[src/rtl/sar_seq_pkg.sv]
package sar_seq_pkg;
  localparam int CTRL_W    = 6;
  localparam int BIT_ONE   = 0;
  localparam int BIT_GO    = 1;
  localparam int BIT_TSEL0 = 2;
  localparam int BIT_TSEL1 = 3;
  localparam int BIT_PFLAG = 4;
  localparam int BIT_XEN   = 5;
endpackage

[src/rtl/seq_rst_sync.sv]
module seq_rst_sync (
  input  logic clk,
  input  logic rst_n,
  output logic rst_n_sync
);
  logic [1:0] stage_q;
  always_ff @(posedge clk or negedge rst_n) begin
    if (!rst_n) stage_q <= 2'b00;
    else        stage_q <= {stage_q[0], 1'b1};
  end
  assign rst_n_sync = stage_q[1];
endmodule

[src/rtl/seq_pin_fall.sv]
module seq_pin_fall #(
  parameter int STAGES = 2
) (
  input  logic clk,
  input  logic rst_n,
  input  logic pin_i,
  output logic fall_o
);
  logic [STAGES:0] sh_q, sh_d;

  always_comb sh_d = {sh_q[STAGES-1:0], pin_i};

  always_ff @(posedge clk or negedge rst_n) begin
    if (!rst_n) sh_q <= '1;
    else        sh_q <= sh_d;
  end

  assign fall_o = sh_q[STAGES] & ~sh_q[STAGES-1];

  assert_fall_single_R4: assert property (@(posedge clk) disable iff (!rst_n)
    fall_o |=> !fall_o);
endmodule

[src/rtl/seq_conv_timer.sv]
module seq_conv_timer #(
  parameter int CYCLES = 8
) (
  input  logic clk,
  input  logic rst_n,
  input  logic start_i,
  output logic eoc_o
);
  localparam int CNT_W = (CYCLES > 1) ? $clog2(CYCLES) : 1;

  logic [CNT_W-1:0] cnt_q, cnt_d;
  logic             active_q, active_d;

  assign eoc_o = active_q && (cnt_q == '0);

  always_comb begin
    cnt_d    = cnt_q;
    active_d = active_q;
    if (start_i) begin
      active_d = 1'b1;
      cnt_d    = CNT_W'(CYCLES - 1);
    end else if (eoc_o) begin
      active_d = 1'b0;
    end else if (active_q) begin
      cnt_d = cnt_q - 1'b1;
    end
  end

  always_ff @(posedge clk or negedge rst_n) begin
    if (!rst_n) begin
      cnt_q    <= '0;
      active_q <= 1'b0;
    end else begin
      cnt_q    <= cnt_d;
      active_q <= active_d;
    end
  end

  assert_eoc_single_R2: assert property (@(posedge clk) disable iff (!rst_n)
    (eoc_o && !start_i) |=> !eoc_o);
endmodule

[src/rtl/seq_result_guard.sv]
module seq_result_guard #(
  parameter int DATA_W = 10
) (
  input  logic              clk,
  input  logic              rst_n,
  input  logic              start_i,
  input  logic              eoc_i,
  input  logic [DATA_W-1:0] data_i,
  input  logic              xen_i,
  input  logic              ack_i,
  input  logic              sw_go_i,
  input  logic              pf_clr_i,
  output logic              busy_o,
  output logic              paused_o,
  output logic              pflag_o,
  output logic              req_o,
  output logic [DATA_W-1:0] result_o
);
  logic              busy_q, busy_d;
  logic              paused_q, paused_d;
  logic              pflag_q, pflag_d;
  logic              req_q, req_d;
  logic [DATA_W-1:0] result_q, result_d;
  logic [DATA_W-1:0] hold_q, hold_d;
  logic              pf_set;

  always_comb begin
    busy_d   = busy_q;
    paused_d = paused_q;
    req_d    = req_q;
    result_d = result_q;
    hold_d   = hold_q;
    pf_set   = 1'b0;
    if (paused_q) begin
      if (sw_go_i) begin
        paused_d = 1'b0;
      end else if (ack_i) begin
        paused_d = 1'b0;
        result_d = hold_q;
        req_d    = 1'b1;
        busy_d   = 1'b0;
      end
    end else begin
      if (ack_i && req_q) req_d = 1'b0;
      if (eoc_i) begin
        if (xen_i && req_q && !ack_i) begin
          paused_d = 1'b1;
          hold_d   = data_i;
          pf_set   = 1'b1;
        end else begin
          result_d = data_i;
          req_d    = xen_i;
          busy_d   = 1'b0;
        end
      end
    end
    if (start_i) busy_d = 1'b1;
    pflag_d = pflag_q;
    if (pf_clr_i) pflag_d = 1'b0;
    if (pf_set)   pflag_d = 1'b1;
  end

  always_ff @(posedge clk or negedge rst_n) begin
    if (!rst_n) begin
      busy_q   <= 1'b0;
      paused_q <= 1'b0;
      pflag_q  <= 1'b0;
      req_q    <= 1'b0;
      result_q <= '0;
      hold_q   <= '0;
    end else begin
      busy_q   <= busy_d;
      paused_q <= paused_d;
      pflag_q  <= pflag_d;
      req_q    <= req_d;
      result_q <= result_d;
      hold_q   <= hold_d;
    end
  end

  assign busy_o   = busy_q;
  assign paused_o = paused_q;
  assign pflag_o  = pflag_q;
  assign req_o    = req_q;
  assign result_o = result_q;

  assert_pause_busy_R6: assert property (@(posedge clk) disable iff (!rst_n)
    paused_q |-> busy_q);
  assert_hold_result_R6: assert property (@(posedge clk) disable iff (!rst_n)
    (paused_q && !ack_i) |=> $stable(result_q));
  assert_resume_req_R7: assert property (@(posedge clk) disable iff (!rst_n)
    (paused_q && ack_i && !sw_go_i && !start_i) |=> (req_q && !busy_q));
  assert_flag_sticky_R9: assert property (@(posedge clk) disable iff (!rst_n)
    (pflag_q && !pf_clr_i) |=> pflag_q);
  assert_flag_needs_xen_R10: assert property (@(posedge clk) disable iff (!rst_n)
    $rose(pflag_q) |-> $past(xen_i));
endmodule

[src/rtl/sar_seq.sv]
module sar_seq
  import sar_seq_pkg::*;
#(
  parameter int DATA_W      = 10,
  parameter int CONV_CYCLES = 8,
  parameter int SYNC_STAGES = 2
) (
  input  logic              clk,
  input  logic              rst_n,
  input  logic              wr_en,
  input  logic [5:0]        wr_data,
  input  logic              rd_rmw,
  output logic [5:0]        ctrl_rdata,
  input  logic              trig_n,
  input  logic [DATA_W-1:0] conv_data,
  input  logic              xfer_ack,
  output logic              busy,
  output logic              pause_flag,
  output logic              conv_start,
  output logic              res_req,
  output logic [DATA_W-1:0] result
);
  logic       rst_n_i;
  logic       pin_fall, eoc, paused;
  logic [1:0] tsel_q, tsel_d;
  logic       xen_q, xen_d;
  logic       start_q;
  logic       sw_go, pin_go, start_go, resume_go, tmr_start, pf_clr;

  seq_rst_sync u_rst (.clk(clk), .rst_n(rst_n), .rst_n_sync(rst_n_i));

  seq_pin_fall #(.STAGES(SYNC_STAGES)) u_pin (
    .clk(clk), .rst_n(rst_n_i), .pin_i(trig_n), .fall_o(pin_fall));

  // Trigger arbitration: first trigger while idle wins.
  assign sw_go     = wr_en & wr_data[BIT_GO];
  assign pin_go    = tsel_q[0] & pin_fall;
  assign start_go  = !busy & (sw_go | pin_go);
  assign resume_go = paused & sw_go;
  assign tmr_start = start_go | resume_go;
  assign pf_clr    = wr_en & !wr_data[BIT_PFLAG];

  seq_conv_timer #(.CYCLES(CONV_CYCLES)) u_tmr (
    .clk(clk), .rst_n(rst_n_i), .start_i(tmr_start), .eoc_o(eoc));

  seq_result_guard #(.DATA_W(DATA_W)) u_guard (
    .clk(clk), .rst_n(rst_n_i), .start_i(tmr_start), .eoc_i(eoc),
    .data_i(conv_data), .xen_i(xen_q), .ack_i(xfer_ack),
    .sw_go_i(sw_go), .pf_clr_i(pf_clr), .busy_o(busy),
    .paused_o(paused), .pflag_o(pause_flag), .req_o(res_req),
    .result_o(result));

  always_comb begin
    tsel_d = tsel_q;
    xen_d  = xen_q;
    if (wr_en) begin
      tsel_d = wr_data[BIT_TSEL1:BIT_TSEL0];
      xen_d  = wr_data[BIT_XEN];
    end
  end

  always_ff @(posedge clk or negedge rst_n_i) begin
    if (!rst_n_i) begin
      tsel_q  <= 2'b00;
      xen_q   <= 1'b0;
      start_q <= 1'b0;
    end else begin
      tsel_q  <= tsel_d;
      xen_q   <= xen_d;
      start_q <= tmr_start;
    end
  end

  assign conv_start = start_q;
  assign ctrl_rdata = {xen_q, pause_flag, tsel_q, ~rd_rmw, 1'b1};

  assert_start_pulse_R2: assert property (@(posedge clk) disable iff (!rst_n_i)
    conv_start |=> !conv_start);
  assert_busy_on_start_R2: assert property (@(posedge clk) disable iff (!rst_n_i)
    conv_start |-> busy);
  assert_ignore_busy_R5: assert property (@(posedge clk) disable iff (!rst_n_i)
    (busy && !paused) |=> !conv_start);
endmodule

[config.mk]
export PLATFORM = sky130hd
export DESIGN_NAME = sar_seq
export DESIGN_NICKNAME = d
export VERILOG_FILES = /design/src/rtl/sar_seq_pkg.sv /design/src/rtl/seq_rst_sync.sv /design/src/rtl/seq_pin_fall.sv /design/src/rtl/seq_conv_timer.sv /design/src/rtl/seq_result_guard.sv /design/src/rtl/sar_seq.sv
export SDC_FILE = /design/constraint.sdc
export NUM_CORES = 1
export LEC_CHECK = 0
export BUFFER_PORTS_ARGS = -buffer_cell sky130_fd_sc_hd__clkbuf_2
export CORE_ASPECT_RATIO = 0.75
export CORE_MARGIN = 2
export CORE_UTILIZATION = 55
export CTS_CLUSTER_SIZE = 24
export DETAILED_ROUTE_END_ITERATION = 10
export GPL_TIMING_DRIVEN = 0
export PLACE_DENSITY_LB_ADDON = 0.08
export REMOVE_ABC_BUFFERS = 1
export SLEW_MARGIN = 20
export SYNTH_ARGS = -nofsm -noshare
export SYNTH_HDL_FRONTEND = slang
export SYNTH_SLANG_ARGS = --single-unit
[constraint.sdc]
create_clock -name clk -period 3.1 [get_ports clk]
set_input_delay 0.31 -clock clk [delete_from_list [all_inputs] [get_ports clk]]
set_output_delay 0.31 -clock clk [all_outputs]
set_load 0.1 [all_outputs]
==> results.yml <==
worst_setup_path:
  critPathKind: "flop to flop"
  worst-endpoint-required_ps: 3270
  setup.worst_path.end_class: "flop"
  startpoint: "u_guard.paused_o$_DFF_PN0_"
  critPathLaunchType: "flop"
  critical_path.max_fanout: 15
  worst_ep_arrival_time_ps: 2130
  regToRegStartpoint: "u_guard.paused_o$_DFF_PN0_"
hold_path:
  worst_hold_startpoint: "trig_n"
  hold_path.class: "input port to flop"
clock_network:
  number_of_levels_the_h_tree_was_split_into: 2
  cts.repair_timing.setup_buffer_count: 0
  clkSlewWorstSetupHoldPaths_ps: 70
  ctsRootBufferMaster: "clkbuf_8"
  cts_hold_buffers: 1
  max-clock-path-buffers: 2
  cts_inserted_buffers: 5
  cts_resized: 0
  worst_skew_pair.late_latency_ps: 290
  cts.sinks: 37
  tritoncts: "done"
synthesis:
  synth_top_area_cell: "dfrtp_1"
  mapped_avg_cell_area_um2: 14.0
  postSynthRegisterBits: 37
  synth-edff-count: 0
  ys_dominant_reg_cell: "dfrtp_1"
  postSynthCellCount: 117
  synth_seq_area_share_pct: 56.6
  synth_top_cells_by_count: "dfrtp_1 (34), mux2_2 (24), nand2_1 (10)"
  post_synth_instance_area_um2: 1640
  synth_most_common_cell: "dfrtp_1"
  yosysWarnings: 0
  post-synth-top-area-fraction_pct: 51.8
  synthArstFlopShare_pct: 100
  netlist-cell-type-count: 29
  synthTopCellsByArea: "dfrtp_1 (52%), mux2_2 (16%), mux2_4 (8.2%)"
routing:
  routed_vias: 1041
  detailed_router_s_first_iteration_violation_count: 65
  drt_first_pass_iters: 4
  drt_drc_violations_left: 0
  routed_wirelength_mm: 2.77
  drt-vias-per-instance: 5.23
  route.antenna.remaining_nets: 0
  route.detailed.wl_per_inst_um: 13.9
run_status:
  status: "completed"
finish:
  layout.cell_area.non_filler_um2: 1990
  final_layout_size_suffix_gt1_share_pct: 54.7
  layout-area-overhead-vs-synth_pct: 21.5
  number_of_diodes: 0
  post_layout_nonfiller_instances: 199
  nets: 184
timing:
  final.setup_skew_ps: 5.84
  setup_total_negative_slack_ps: 0
  rsz_0062_raised_after_global_routing: "no"
  final.min_clock_period_ps: 1960
  max_slew.worst_pin.slew_ps: 726
  timing_hold_violations_final: 0
  slew_headroom_pct: 51.6
  final_min_period_over_clock_period_pct: 63.4
  report.final.setup_viol: 0
  fmax_mhz: 509
  slew_violations: 0
floorplanning:
  floorplan.io_pins: 42
  initial_cell_density_of_the_core_pct: 56.7
  die_width_um: 67.1
  die_area_um2: 3440
  floorplan.core_area_um2: 2890
  die_h_um: 51.3
  num_rows: 17
power:
  power_density_over_cell_area_nw_per_um2: 1130
  leakagePower_nw: 1.01
  peakVddDrop_mv: 0.720
global_routing:
  global_route.usage.total_pct: 18.3
  grt_pass1_vias: 1014
  antenna_violations_before_repair: 0
  grt_max_degree: 36
  grt.overflow.total: 0
  grt_pass1_wl_mm: 4.39
run:
  max_cap_violations: 0
placed_design:
  cell_area_after_placement_um2: 1850
  portBuffers: 39
  place.gp.congestion: 0.802
  post-dp-hpwl_mm: 1.98
  dp_cells: 190
-- placed cells by master (no fill, tap or decap), types with 2 or more instances in the layout --
cell type / instances
inv_1: 6
o211ai_1: 2
bufinv_16: 2
dfrtp_1: 33
mux2_2: 24
conb_1: 2
nand3b_1: 3
nand2_1: 10
and2_1: 2
mux2_4: 9
clkbuf_8: 5
dfstp_2: 3
a21oi_1: 2
clkbuf_2: 39
ha_1: 2
-- registers in the layout, summed over array words and instances, names as in the netlist --
signal            flops
u_guard.hold_q       10
u_tmr.cnt_q           3
conv_start            1
u_guard.req_o         1
u_guard.pflag_o       1
u_guard.result_o     10
u_guard.paused_o      1
u_rst.stage_q         2
u_tmr.active_q        1
u_guard.busy_o        1
tsel_q                2
xen_q                 1
u_pin.sh_q            3
-- worst max-delay path, stage by stage, from the launching register on --
cell	delay (ps)
dfrtp_1	610
nand2b_4	260
nor3b_4	290
nand2_2	310
mux2_4	380
-- per-stage QoR --
step           total power [mW]  utilization, %  worst slack, ps  hold WS, ps
2_1_floorplan              1.61               -             1050         14.4
3_3_place_gp               1.75            63.9             1170         96.6
3_5_place_dp               1.78            64.0             1130         96.9
4_1_cts                    2.27            68.9             1120         92.1
5_1_grt                    2.35            68.9              996         96.4
6_report                   2.24            68.9             1140          106
-- layer usage --
metal / global-route usage (%) / share of wire (%) / vias up
met5: 0 / 0 / -
met4: 4.08 / 0 / 0
met3: 8.59 / 6.5 / 0
met2: 31.5 / 50 / 39
met1: 20.6 / 43 / 514
li1: - / - / 488
-- power by group --
part           switching (mW)  internal, mW  total [mW]
clock                   0.161         0.319       0.480
sequential             0.0887         0.628       0.717
combinational           0.806         0.242        1.05
-- final timing paths --
| check | end | slack [ps] | cells after the start |
|---|---|---|---|
| setup / recovery | u_guard.hold_q[6]$_DFFE_PN0P_ | 1140 | 4 |
| hold / removal | u_pin.sh_q[0]$_DFF_PN1_ | 110 | 1 |
| setup reg to reg | u_guard.hold_q[6]$_DFFE_PN0P_ | 1140 | 4 |
| hold reg to reg | u_guard.hold_q[4]$_DFFE_PN0P_ | 330 | 0 |
| max in group asynchronous | conv_start$_DFF_PN0_ | 2310 | 0 |
| min in group asynchronous | u_guard.hold_q[4]$_DFFE_PN0P_ | 330 | 0 |
-- layout make-up --
cell class | instances | area [um2]
clock buffers | 5 | 68.8
clock inverters | 3 | 65.1
fillers | 212 | 898
inverters | 6 | 22.5
multi-input cells | 70 | 654
flip-flops and latches | 37 | 931
well taps | 38 | 47.5
repair buffers | 40 | 205
-- kinds of logic (layout without fill, tap and decap cells) --
logic type                 after synthesis  count (layout)  synth area share (%)
AOI/OAI and AO/OA                       10              10                  4.19
adders and majority gates                2               2                  1.52
buffers and inverters                   11              54                  3.73
muxes                                   33              33                  24.7
and+or+nand+nor                         22              22                  8.46
DFF                                     37              37                  56.6
other                                    1               2                 0.228
xor gates and xnor gates                 1               1                 0.534
(Power assumes the default switching activity.)
